==> config.mk <==
export PLATFORM = sky130hd
export DESIGN_NAME = sbuf_frame_ring
export DESIGN_NICKNAME = d
export VERILOG_FILES = /design/src/rtl/sbuf_pkg.sv /design/src/rtl/sbuf_mem.sv /design/src/rtl/sbuf_writer.sv /design/src/rtl/sbuf_reader.sv /design/src/rtl/sbuf_frame_ring.sv
export SDC_FILE = /design/constraint.sdc
export NUM_CORES = 2
export LEC_CHECK = 0
export BUFFER_PORTS_ARGS = -buffer_cell sky130_fd_sc_hd__buf_2
export CAP_MARGIN = 20
export CORE_AREA = 2 2 357 359
export CTS_BUF_LIST = sky130_fd_sc_hd__clkbuf_8 sky130_fd_sc_hd__clkbuf_16
export DETAILED_ROUTE_END_ITERATION = 16
export DIE_AREA = 0 0 359 361
export MAX_ROUTING_LAYER = met4
export PLACE_DENSITY = 0.83
export SYNTH_ARGS = -nofsm -noshare
export SYNTH_HDL_FRONTEND = slang
export SYNTH_SLANG_ARGS = --single-unit
==> constraint.sdc <==
create_clock -name clk -period 5.2 [get_ports clk]
set_clock_uncertainty 0.1 [all_clocks]
set_input_delay 0.26 -clock clk [delete_from_list [all_inputs] [get_ports clk]]
set_output_delay 0.26 -clock clk [all_outputs]
set_load 0.01 [all_outputs]
==> src/rtl/sbuf_pkg.sv <==
// Package: shared constants and helpers for the four-frame ring buffer.
// Assumes the ring is always exactly four frames deep.
package sbuf_pkg;
    localparam int NFRAMES = 4;
    localparam int FIDX_W  = 2;

    typedef logic [FIDX_W-1:0] fidx_t;

    typedef enum logic {
        W_IDLE = 1'b0,
        W_RUN  = 1'b1
    } wr_state_t;

    // Successor of a frame index in the ring.
    function automatic fidx_t next_frame(input fidx_t f);
        return fidx_t'((int'(f) + 1) % NFRAMES);
    endfunction
endpackage

==> src/rtl/sbuf_mem.sv <==
// Module: sbuf_mem
// Single-port behavioural word memory with a free-running slot toggle.
// Even slots carry writes and odd slots carry reads, so one port serves both
// sides. Assumes the clients only request access in their own slot.
module sbuf_mem #(
    parameter int WORD_W = 32,
    parameter int DEPTH  = 64,
    localparam int AW    = $clog2(DEPTH)
) (
    input  logic              clk,
    input  logic              rst_n,
    input  logic              we,
    input  logic [AW-1:0]     waddr,
    input  logic [WORD_W-1:0] wdata,
    input  logic              re,
    input  logic [AW-1:0]     raddr,
    output logic              wr_slot,
    output logic [WORD_W-1:0] rdata
);
    logic              rd_phase;
    logic [AW-1:0]     port_addr;
    logic [WORD_W-1:0] store [DEPTH];

    // Slot toggle: flips every cycle from reset onward.
    always_ff @(posedge clk) begin
        if (!rst_n) rd_phase <= 1'b0;
        else        rd_phase <= ~rd_phase;
    end

    assign wr_slot = ~rd_phase;

    // Single address port: the slot decides which client owns it.
    always_comb port_addr = rd_phase ? raddr : waddr;

    // Memory access: write in the write slot, registered read in the read slot.
    always_ff @(posedge clk) begin
        if (!rd_phase && we) store[port_addr] <= wdata;
        if (rd_phase && re)  rdata <= store[port_addr];
    end

    p_write_in_slot_r2: assert property (@(posedge clk) disable iff (!rst_n)
        we |-> !rd_phase);
    p_read_in_slot_r2: assert property (@(posedge clk) disable iff (!rst_n)
        re |-> rd_phase);
endmodule

==> src/rtl/sbuf_writer.sv <==
// Module: sbuf_writer
// Write pointer for the frame ring. It opens frame 0 on the first synch after
// init, then closes and advances one frame per synch pulse. It gathers the
// trigger mark per frame and raises overflow when re-entering a frame that is
// still pending readout. It never stalls writes. Assumes words arrive only
// in write slots.
module sbuf_writer
    import sbuf_pkg::*;
#(
    parameter int WPF    = 16,
    parameter int WORD_W = 32,
    localparam int LEN_W = $clog2(WPF + 1),
    localparam int AW    = $clog2(NFRAMES * WPF)
) (
    input  logic               clk,
    input  logic               rst_n,
    input  logic               init_i,
    input  logic               sync_i,
    input  logic               trig_i,
    input  logic               word_valid_i,
    input  logic [WORD_W-1:0]  word_i,
    input  logic               wr_slot_i,
    input  logic [NFRAMES-1:0] pending_i,
    output logic               we_o,
    output logic [AW-1:0]      waddr_o,
    output logic [WORD_W-1:0]  wdata_o,
    output logic               close_v_o,
    output fidx_t              close_frame_o,
    output logic [LEN_W-1:0]   close_len_o,
    output logic               close_trig_o,
    output logic               skip_v_o,
    output fidx_t              skip_frame_o,
    output fidx_t              wr_frame_o,
    output logic               running_o,
    output logic               ovf_o,
    output fidx_t              ovf_frame_o
);
    wr_state_t        st;
    fidx_t            wr_frame;
    logic [LEN_W-1:0] fill;
    logic             trig_cur;

    logic             open_first, roll, live, take;
    fidx_t            nxt, eff_frame;
    logic [LEN_W-1:0] eff_addr;

    // Decode this cycle's synch event and the target location of a word.
    always_comb begin
        open_first = sync_i && !init_i && (st == W_IDLE);
        roll       = sync_i && !init_i && (st == W_RUN);
        live       = !init_i && ((st == W_RUN) || open_first);
        nxt        = next_frame(wr_frame);
        eff_frame  = roll ? nxt : wr_frame;
        eff_addr   = (roll || open_first) ? '0 : fill;
        take       = live && word_valid_i && wr_slot_i;
    end

    // Memory request: only while room is left in the frame.
    always_comb begin
        we_o    = take && (eff_addr < LEN_W'(WPF));
        waddr_o = AW'(int'(eff_frame) * WPF + int'(eff_addr));
        wdata_o = word_i;
    end

    // Frame close and skip notices for the reader.
    always_comb begin
        close_v_o     = roll;
        close_frame_o = wr_frame;
        close_len_o   = fill;
        close_trig_o  = trig_cur;
        skip_v_o      = roll && pending_i[nxt];
        skip_frame_o  = nxt;
    end

    // Pointer, fill count, trigger mark and overflow pulse.
    always_ff @(posedge clk) begin
        if (!rst_n || init_i) begin
            st          <= W_IDLE;
            wr_frame    <= '0;
            fill        <= '0;
            trig_cur    <= 1'b0;
            ovf_o       <= 1'b0;
            ovf_frame_o <= '0;
        end else begin
            ovf_o <= skip_v_o;
            if (skip_v_o)   ovf_frame_o <= nxt;
            if (open_first) st <= W_RUN;
            if (roll)       wr_frame <= nxt;
            if (live) begin
                fill     <= we_o ? eff_addr + LEN_W'(1) : eff_addr;
                trig_cur <= ((roll || open_first) ? 1'b0 : trig_cur) | trig_i;
            end
        end
    end

    assign wr_frame_o = wr_frame;
    assign running_o  = (st == W_RUN);

    p_fill_bound_r6: assert property (@(posedge clk) disable iff (!rst_n)
        fill <= LEN_W'(WPF));
    p_ring_step_r3: assert property (@(posedge clk) disable iff (!rst_n)
        (running_o && $past(running_o) && (wr_frame != $past(wr_frame)))
        |-> (wr_frame == next_frame($past(wr_frame))));
endmodule

==> src/rtl/sbuf_reader.sv <==
// Module: sbuf_reader
// Readout side of the frame ring. It keeps a pending flag, length and trigger
// mark per closed frame, and walks the frames oldest first. It issues one
// read per read slot and tags each returned word. Empty frames are retired
// in one cycle without output. A skip notice drops a pending frame and moves
// on. Assumes the writer never closes a frame that is still pending.
module sbuf_reader
    import sbuf_pkg::*;
#(
    parameter int WPF    = 16,
    localparam int LEN_W = $clog2(WPF + 1),
    localparam int AW    = $clog2(NFRAMES * WPF)
) (
    input  logic               clk,
    input  logic               rst_n,
    input  logic               init_i,
    input  logic               close_v_i,
    input  fidx_t              close_frame_i,
    input  logic [LEN_W-1:0]   close_len_i,
    input  logic               close_trig_i,
    input  logic               skip_v_i,
    input  fidx_t              skip_frame_i,
    input  logic               wr_slot_i,
    output logic               re_o,
    output logic [AW-1:0]      raddr_o,
    output logic [NFRAMES-1:0] pending_o,
    output logic               out_valid_o,
    output logic               out_trig_o,
    output fidx_t              out_frame_o,
    output logic               out_first_o,
    output logic               out_last_o
);
    logic [NFRAMES-1:0] pending;
    logic [NFRAMES-1:0] ftrig;
    logic [LEN_W-1:0]   flen [NFRAMES];
    fidx_t              rd_frame;
    logic [LEN_W-1:0]   rpos;

    logic cur_empty, skip_hit, is_last;

    // Current-frame status and the read request for this slot.
    always_comb begin
        skip_hit  = skip_v_i && (skip_frame_i == rd_frame);
        cur_empty = pending[rd_frame] && (flen[rd_frame] == '0);
        is_last   = (rpos == flen[rd_frame] - LEN_W'(1));
        re_o      = !wr_slot_i && !init_i && pending[rd_frame] &&
                    !cur_empty && !skip_hit;
        raddr_o   = AW'(int'(rd_frame) * WPF + int'(rpos));
    end

    // Pending bookkeeping, read walk and output tags.
    always_ff @(posedge clk) begin
        if (!rst_n || init_i) begin
            pending     <= '0;
            ftrig       <= '0;
            rd_frame    <= '0;
            rpos        <= '0;
            out_valid_o <= 1'b0;
            out_trig_o  <= 1'b0;
            out_frame_o <= '0;
            out_first_o <= 1'b0;
            out_last_o  <= 1'b0;
            for (int i = 0; i < NFRAMES; i++) flen[i] <= '0;
        end else begin
            out_valid_o <= re_o;
            if (re_o) begin
                out_trig_o  <= ftrig[rd_frame];
                out_frame_o <= rd_frame;
                out_first_o <= (rpos == '0);
                out_last_o  <= is_last;
                if (is_last) begin
                    pending[rd_frame] <= 1'b0;
                    rd_frame          <= next_frame(rd_frame);
                    rpos              <= '0;
                end else begin
                    rpos <= rpos + LEN_W'(1);
                end
            end else if (cur_empty && !skip_hit) begin
                pending[rd_frame] <= 1'b0;
                rd_frame          <= next_frame(rd_frame);
            end
            if (skip_v_i) begin
                pending[skip_frame_i] <= 1'b0;
                if (skip_hit) begin
                    rd_frame <= next_frame(skip_frame_i);
                    rpos     <= '0;
                end
            end
            if (close_v_i) begin
                pending[close_frame_i] <= 1'b1;
                flen[close_frame_i]    <= close_len_i;
                ftrig[close_frame_i]   <= close_trig_i;
            end
        end
    end

    assign pending_o = pending;

    p_out_spaced_r2: assert property (@(posedge clk) disable iff (!rst_n)
        out_valid_o |=> !out_valid_o);
    p_close_pends_r4: assert property (@(posedge clk) disable iff (!rst_n)
        (close_v_i && !init_i) |=> pending[$past(close_frame_i)]);
    p_skip_drops_r7: assert property (@(posedge clk) disable iff (!rst_n)
        (skip_v_i && !init_i) |=> !pending[$past(skip_frame_i)]);
endmodule

==> src/rtl/sbuf_frame_ring.sv <==
// Module: sbuf_frame_ring (top)
// Four-frame ring sample buffer. It joins the write pointer, the readout walk
// and the slot-shared memory, and splits readout onto a priority strobe and a
// continuous strobe by each frame's trigger mark. Assumes the word source
// watches word_slot_o and presents at most one word per write slot.
module sbuf_frame_ring
    import sbuf_pkg::*;
#(
    parameter int SAMPLE_W        = 16,
    parameter int WORDS_PER_FRAME = 16,
    localparam int WORD_W         = 2 * SAMPLE_W,
    localparam int DEPTH          = NFRAMES * WORDS_PER_FRAME,
    localparam int AW             = $clog2(DEPTH),
    localparam int LEN_W          = $clog2(WORDS_PER_FRAME + 1)
) (
    input  logic               clk,
    input  logic               rst_n,
    input  logic               init_i,
    input  logic               frame_sync_i,
    input  logic               trigger_i,
    input  logic               word_valid_i,
    input  logic [WORD_W-1:0]  word_i,
    output logic               word_slot_o,
    output logic               pri_valid_o,
    output logic               cont_valid_o,
    output logic [WORD_W-1:0]  rd_data_o,
    output logic [FIDX_W-1:0]  rd_frame_o,
    output logic               rd_first_o,
    output logic               rd_last_o,
    output logic [FIDX_W-1:0]  wr_frame_o,
    output logic               running_o,
    output logic [NFRAMES-1:0] frame_ready_o,
    output logic               ovf_o,
    output logic [FIDX_W-1:0]  ovf_frame_o
);
    logic              we, re, wr_slot;
    logic [AW-1:0]     waddr, raddr;
    logic [WORD_W-1:0] wdata, rdata;
    logic              close_v, close_trig, skip_v;
    fidx_t             close_frame, skip_frame, wr_frame, ovf_frame, out_frame;
    logic [LEN_W-1:0]  close_len;
    logic [NFRAMES-1:0] pending;
    logic              out_valid, out_trig, out_first, out_last, running, ovf;

    sbuf_writer #(.WPF(WORDS_PER_FRAME), .WORD_W(WORD_W)) u_writer (
        .clk(clk), .rst_n(rst_n), .init_i(init_i), .sync_i(frame_sync_i),
        .trig_i(trigger_i), .word_valid_i(word_valid_i), .word_i(word_i),
        .wr_slot_i(wr_slot), .pending_i(pending), .we_o(we), .waddr_o(waddr),
        .wdata_o(wdata), .close_v_o(close_v), .close_frame_o(close_frame),
        .close_len_o(close_len), .close_trig_o(close_trig), .skip_v_o(skip_v),
        .skip_frame_o(skip_frame), .wr_frame_o(wr_frame), .running_o(running),
        .ovf_o(ovf), .ovf_frame_o(ovf_frame)
    );

    sbuf_reader #(.WPF(WORDS_PER_FRAME)) u_reader (
        .clk(clk), .rst_n(rst_n), .init_i(init_i), .close_v_i(close_v),
        .close_frame_i(close_frame), .close_len_i(close_len),
        .close_trig_i(close_trig), .skip_v_i(skip_v), .skip_frame_i(skip_frame),
        .wr_slot_i(wr_slot), .re_o(re), .raddr_o(raddr), .pending_o(pending),
        .out_valid_o(out_valid), .out_trig_o(out_trig), .out_frame_o(out_frame),
        .out_first_o(out_first), .out_last_o(out_last)
    );

    sbuf_mem #(.WORD_W(WORD_W), .DEPTH(DEPTH)) u_mem (
        .clk(clk), .rst_n(rst_n), .we(we), .waddr(waddr), .wdata(wdata),
        .re(re), .raddr(raddr), .wr_slot(wr_slot), .rdata(rdata)
    );

    // Output routing: trigger mark picks the strobe, tags pass through.
    always_comb begin
        word_slot_o   = wr_slot;
        pri_valid_o   = out_valid && out_trig;
        cont_valid_o  = out_valid && !out_trig;
        rd_data_o     = rdata;
        rd_frame_o    = out_frame;
        rd_first_o    = out_first;
        rd_last_o     = out_last;
        wr_frame_o    = wr_frame;
        running_o     = running;
        frame_ready_o = pending;
        ovf_o         = ovf;
        ovf_frame_o   = ovf_frame;
    end

    p_init_idle_r1: assert property (@(posedge clk) disable iff (!rst_n)
        init_i |=> (wr_frame_o == '0 && !running_o && frame_ready_o == '0 &&
                    !pri_valid_o && !cont_valid_o));
    p_ovf_frame_clear_r7: assert property (@(posedge clk) disable iff (!rst_n)
        ovf_o |-> !frame_ready_o[ovf_frame_o]);
    p_paths_exclusive_r5: assert property (@(posedge clk) disable iff (!rst_n)
        !(pri_valid_o && cont_valid_o));
endmodule

# After elaboration in Yosys (flattened, before gate mapping)
# Memories as Yosys holds them, arrays and structs flattened. A register that Yosys moved wholly into a read port is not among the register bits.
# Index checks and enable logic that the tools add are counted.
[classes] n_eq_ne=2 shift=0 addsub=8 bitwise=8 div_mod_pow=0 n_lt_le_gt_ge=7 mux=45 n_reduce_logical=34 mul=0
[ops] op="$mux W5" count=7
[ops] op="$mux W4" count=7
[ops] op="$logic_and A1 B1 Y1" count=22
[ops] op="$mux W2" count=8
[ops] op="$mux W1" count=15
[ops] op="$add A6 B5 Y6" count=2
[ops] op="$add A5 B1 Y5 const B" count=2
[ops] op="$logic_not A5 Y1" count=2
[ops] op="$lt A2 B3 Y1 const B" count=3
[ops] op="$and A4 B4 Y4" count=2
[ops] op="$not A4 Y4" count=2
[ops] op="$add A2 B1 Y2 const B" count=3
[ops] op="$bmux W1 S2" count=3
[ops] op="$demux W1 S2" count=3
[ops] op="$ge A2 B1 Y1 const B" count=3
[ops] op="$logic_not A1 Y1" count=6
[ops] op="$mux W6" count=1
[ops] op="$eq A5 B5 Y1" count=1
[ops] op="$lt A5 B5 Y1 const B" count=1
[ops] op="$reduce_or A5 Y1" count=1
[ops] op="$sub A5 B1 Y5 const B" count=1
[ops] op="$bwmux W4" count=1
[ops] op="$or A4 B4 Y4" count=1
[ops] op="$logic_or A1 B1 Y1" count=3
[ops] op="other kinds (3)" count=4
[totals] inputBits=38 wordCells=122 ff_bits=34 ram_bits=2068 n_memories=2 latchBits=0 out_inout_bits=49 mem_bits_ro=0
[mem_list] memory="u_mem.store" words=64 width=32 read_ports=1 rd_clocked_by_memory_dff=1 wr=1 line="sbuf_mem.sv:22" rtl="logic [WORD_W-1:0] store [DEPTH];"
[mem_list] memory="u_reader.flen" words=4 width=5 read_ports=1 rd_clocked_by_memory_dff=1 wr=4 line="sbuf_reader.sv:35" rtl="logic [LEN_W-1:0] flen [NFRAMES];"

# Depth between registers and ports, before layout
[logic_depth] ltp_word=15 ltp_mapped=13 depth_no_buf=11

# Cells and area by module
# Synthesis repeated with hierarchy kept, for this count alone.
[hier_totals] hier_cells=4720 hier_area_um2=82887.0
[modules_own_cells] module="sbuf_mem" area_per_inst_um2=79725.2 seq_area_each_um2=62479.9 cells_per_inst=4403 instances=1
[modules_own_cells] module="sbuf_reader" area_per_inst_um2=2223.4 seq_area_each_um2=1021.0 cells_per_inst=208 instances=1
[modules_own_cells] module="sbuf_writer" area_per_inst_um2=922.1 seq_area_each_um2=240.2 cells_per_inst=107 instances=1
[modules_own_cells] module="sbuf_frame_ring" area_per_inst_um2=16.3 seq_area_each_um2=0.0 cells_per_inst=2 instances=1

# Worst setup path before layout
# Ideal clock, no wire load.
[synth_path] path_kind="reg2reg" start="reg u_writer.wr_frame[0], in the netlist u_writer.close_frame_o[0]" end="mem u_mem.store[39][0] (enable)" t_required_ns=4.679 path_stages_with_launch=9 arrival_time_ns=3.566 n_path_buf=1 slack_ns=1.113 synth_period_minus_slack_ns=4.087 cell_sequence="dfxtp_1 buf_2 clkinv_1 ha_1 mux2i_4 xnor2_2 o21a_1 nand3_1 nor2_1"
[synth_between] elab_chain_cells=4
[synth_lines] item="start: declaration" line="sbuf_writer.sv:39" rtl="fidx_t wr_frame;"
[synth_lines] item="start signal: assignment" line="sbuf_writer.sv:88" rtl="if (roll) wr_frame <= nxt;"
[synth_lines] item="$add A2 B1 Y2" line="sbuf_pkg.sv:16" rtl="return fidx_t'((int'(f) + 1) % NFRAMES);"
[synth_lines] item="net skip_frame[0]" line="sbuf_frame_ring.sv:40" rtl="fidx_t close_frame, skip_frame, wr_frame, ovf_frame, out_frame;"
[synth_lines] item="$mux W2" line="sbuf_writer.sv:53" rtl="eff_frame = roll ? nxt : wr_frame;"
[synth_lines] item="$add A6 B5 Y6" line="sbuf_writer.sv:61" rtl="waddr_o = AW'(int'(eff_frame) * WPF + int'(eff_addr));"
[synth_lines] item="$mux W6" line="sbuf_mem.sv:33" rtl="always_comb port_addr = rd_phase ? raddr : waddr;"
[synth_lines] item="end: declaration" line="sbuf_mem.sv:22"
# The timed path passes the listed nets, and every way through them passes these cells.

# Final worst setup path
[layout_path] start="reg u_mem.rd_phase" end="reg u_mem.rdata[13] (read register of u_mem.store), data pin"
[layout_between] elab_chain_cells=5 elab_cells_between_ends=6
[layout_lines] item="start: declaration" line="sbuf_mem.sv:20" rtl="logic rd_phase;"
[layout_lines] item="start signal: assignment" line="sbuf_mem.sv:27" rtl="else rd_phase <= ~rd_phase;"
[layout_lines] item="$logic_and A1 B1 Y1 (3 in a row)" line="sbuf_reader.sv:46" rtl="re_o = !wr_slot_i && !init_i && pending[rd_frame] &&"
[layout_lines] item="$logic_and A1 B1 Y1" line="sbuf_reader.sv:47" rtl="!cur_empty && !skip_hit;"
[layout_lines] item="$logic_and A1 B1 Y1" line="sbuf_mem.sv:38" rtl="if (rd_phase && re) rdata <= store[port_addr];"
[layout_lines] item="end: declaration" line="sbuf_mem.sv:18" rtl="output logic [WORD_W-1:0] rdata"
# Parallel ways exist; a longest one is shown, timed or not.
# A chain may end at the register's enable or synchronous reset.

==> results_dict.tcl <==
set metrics [dict create \
    finalMaxSlewViolations 0 \
    worstHoldPathType "in2reg" \
    cts_root_buf "clkbuf_16" \
    cts_buffers 194 \
    drt_iter0_drc 10200 \
    firstDrtPassIters 9 \
    ys.flop_type "edfxtp_1" \
    cts_max_level 4 \
    ys_top_cells_by_count "2100 x edfxtp_1, 1152 x a22oi_1, 291 x nand4_1" \
    dpl.hpwl_um 118000 \
    initial_core_util_pct 61.9 \
    hold_viol 0 \
    tightestPinTransition_ns 1.23 \
    maxUsedRoutingLayer "met4" \
    worstPathMaxFanout 56 \
    synth-edff-count 2100 \
    core-area_mm2 0.125 \
    setup_viol 0 \
    synth_area_leaders "edfxtp_1 81%, a22oi_1 11%, nand4_1 2.3%" \
    io_pins 87 \
    wl_met1_um 73300 \
    synth-seq-area-share_pct 82.1 \
    antenna_found_initial 19 \
    die-height_um 361 \
    postSynthCellCount 4173 \
    required_ns 5.78 \
    clkTransAtPathRegs_ns 0.06 \
    place_area_mm2 0.0810 \
    syn_to_final_growth_pct 13.4 \
    synth_top_area_share_pct 81.2 \
    drv_cap 0 \
    clock.fmax_mhz 227 \
    synth_area_mm2 0.0777 \
    avgSynthCellArea_um2 18.6 \
    leakagePower_nw 27.0 \
    nets 4452 \
    min_path_cells 5 \
    syn_nets 4225 \
    dpl_worst_slack_ns 0.991 \
    track_usage_pct 36.3 \
    r2r_cells 9 \
    fin_crit_sh_pct 84.5 \
    insertion_delay_ns 0.86 \
    crit_path_start_kind "flip-flop" \
    synth.distinct_cells 59 \
    yosys.area.top_type "edfxtp_1" \
    ir_drop_mv 0.369 \
    port_buffers 86 \
    route.detailed.drc 0 \
    wl_per_cell_um 37.7 \
    post-route-min-period_ns 4.40 \
    drive_above_1_share_pct 13.7 \
    met2_length_um 106000 \
    crit_path_end_kind "flip-flop" \
    grt_pass1_vias 45700 \
    grt_max_degree 161 \
    grt_overflow 0 \
    ys_ff_latch 2134 \
    arrival_ns 4.98 \
    die_w_um 359 \
    finalInstanceArea_mm2 0.0881 \
    status "complete, no violations" \
    p_total_w 0.0335 \
    async_flop_share_pct 0 \
    routed_wl_um 235000 \
    die_area_mm2 0.130 \
    clock_sinks 2134 \
    vias_per_cell 7.72 \
    yosysWarningCount 0 \
    postRouteAntennaNets 0 \
    p_per_area_mw_per_mm2 380 \
    setup_tns_ns 0 \
    final.setup.worst_slack_ns 0.804 \
    via_count 48000 \
    rows 130 \
    yosysMostFrequentCell "edfxtp_1" \
    wl_met3_um 40500 \
    relSlewSlack_pct 17.9 \
    cts_tree "built" \
    clk_path_buf_depth 3 \
    grt_first_pass_wirelength_um 327000 \
    gp_congestion 0.896 \
    rsz0062_at_grt "false" \
    path_class "reg2reg" \
]
==> logic make-up (layout without fill, tap and decap cells) <==
family	Yosys count	count (layout)	share of synthesized area, %
muxes	14	14	0.330
adders and majority gates	14	14	0.226
DFF	2134	2134	82.1
and+or+nand+nor	509	509	3.76
AOI/OAI and AO/OA	1201	1201	11.7
xor gates and xnor gates	16	16	0.190
other	0	18	0
buffers and inverters	285	671	1.76
==> path summary, 6_finish.rpt <==
| check | startpoint | endpoint | slack [ns] |
|---|---|---|---|
| worst max-delay path | u_mem.rd_phase$_SDFF_PN0_ | u_mem.rdata[13]$_DFFE_PP_ | 0.80 |
| worst min-delay path | word_valid_i | u_writer.close_len_o[1]$_SDFFE_PP0P_ | 0.06 |
| worst max register to register | u_mem.rd_phase$_SDFF_PN0_ | u_mem.rdata[13]$_DFFE_PP_ | 0.80 |
| worst min register to register | u_reader.out_frame_o[0]$_SDFFE_PP0N_ | u_reader.out_frame_o[0]$_SDFFE_PP0N_ | 0.36 |
==> registers in the layout, indices dropped and copies added (netlist names), 4 cells and up <==
| name | flops |
|---|---|
| u_reader.flen | 20 |
| u_mem.store | 2048 |
| u_reader.rpos | 5 |
| u_writer.close_len_o | 5 |
| u_mem.rdata | 32 |
| u_reader.pending_o | 4 |
| u_reader.ftrig | 4 |
==> routing by layer <==
metal | GRT usage (%) | vias to the layer above
met5 | - | -
met4 | 19.5 | 0
met3 | 11.9 | 1044
met2 | 53.0 | 5610
met1 | 45.6 | 23200
li1 | - | 18200
==> final cells by class <==
cell class / count / area (um2)
antenna: 18 / 45.0
sequential: 2134 / 63700
inverter: 16 / 60.1
timing repair buffer: 300 / 2990
multi-input combinational: 1754 / 13100
clock buffer: 196 / 4900
tap: 1650 / 2060
fill: 6753 / 37300
clock inverter: 159 / 1210
==> report_power, final <==
group | internal [W] | leakage, nW | switching, W | total (W)
clock | 0.00756 | 3.16 | 0.00643 | 0.0140
combinational | 0.000145 | 4.68 | 0.000469 | 0.000614
sequential | 0.0189 | 19.2 | 0.0000105 | 0.0189
==> through the flow <==
stage	cells	hold WS, ns	utilization, %
6_report	6227	0.0582	70.2
5_1_grt	6224	0.0610	70.2
4_1_cts	6154	0.0204	69.5
3_5_place_dp	5792	0.346	64.6
3_3_place_gp	5792	0.340	64.6
2_1_floorplan	4173	0.259	-
==> cells in the final DEF (no fill, tap or decap), drive strengths merged, types with 8 or more instances in the layout <==
cell	n
edfxtp	2100
a22oi	1152
nand4	291
buf	266
clkbuf	196
nor2	96
clkinv	86
inv	72
nand2	45
dlygate4sd3	34
dfxtp	34
nor3	21
diode	18
ha	14
bufinv	14
nor4	14
a21oi	13
nand3	13
xnor2	9
nand2b	8
and2	8
==> worst max-delay path: stages, from the launching register on <==
cell and delay (ns):
dfxtp_1 0.97, nand2_1 0.25, o31a_2 0.28, nor3_4 0.27, buf_4 0.53, buf_4 0.79
a22oi_1 0.22, nand4_1 0.23, a22oi_1 0.26, nand4_1 0.27
==> what timing repair did <==
action / 4_1_cts / 5_1_grt
hold buffers: 7 / 27
hold endpoints to repair: 60 / 1528
gates resized for setup: 0 / 0
setup buffers: 0 / 0
endpoints found under the setup margin: 0 / 0
Note: power is estimated with default switching activity, not from simulation.
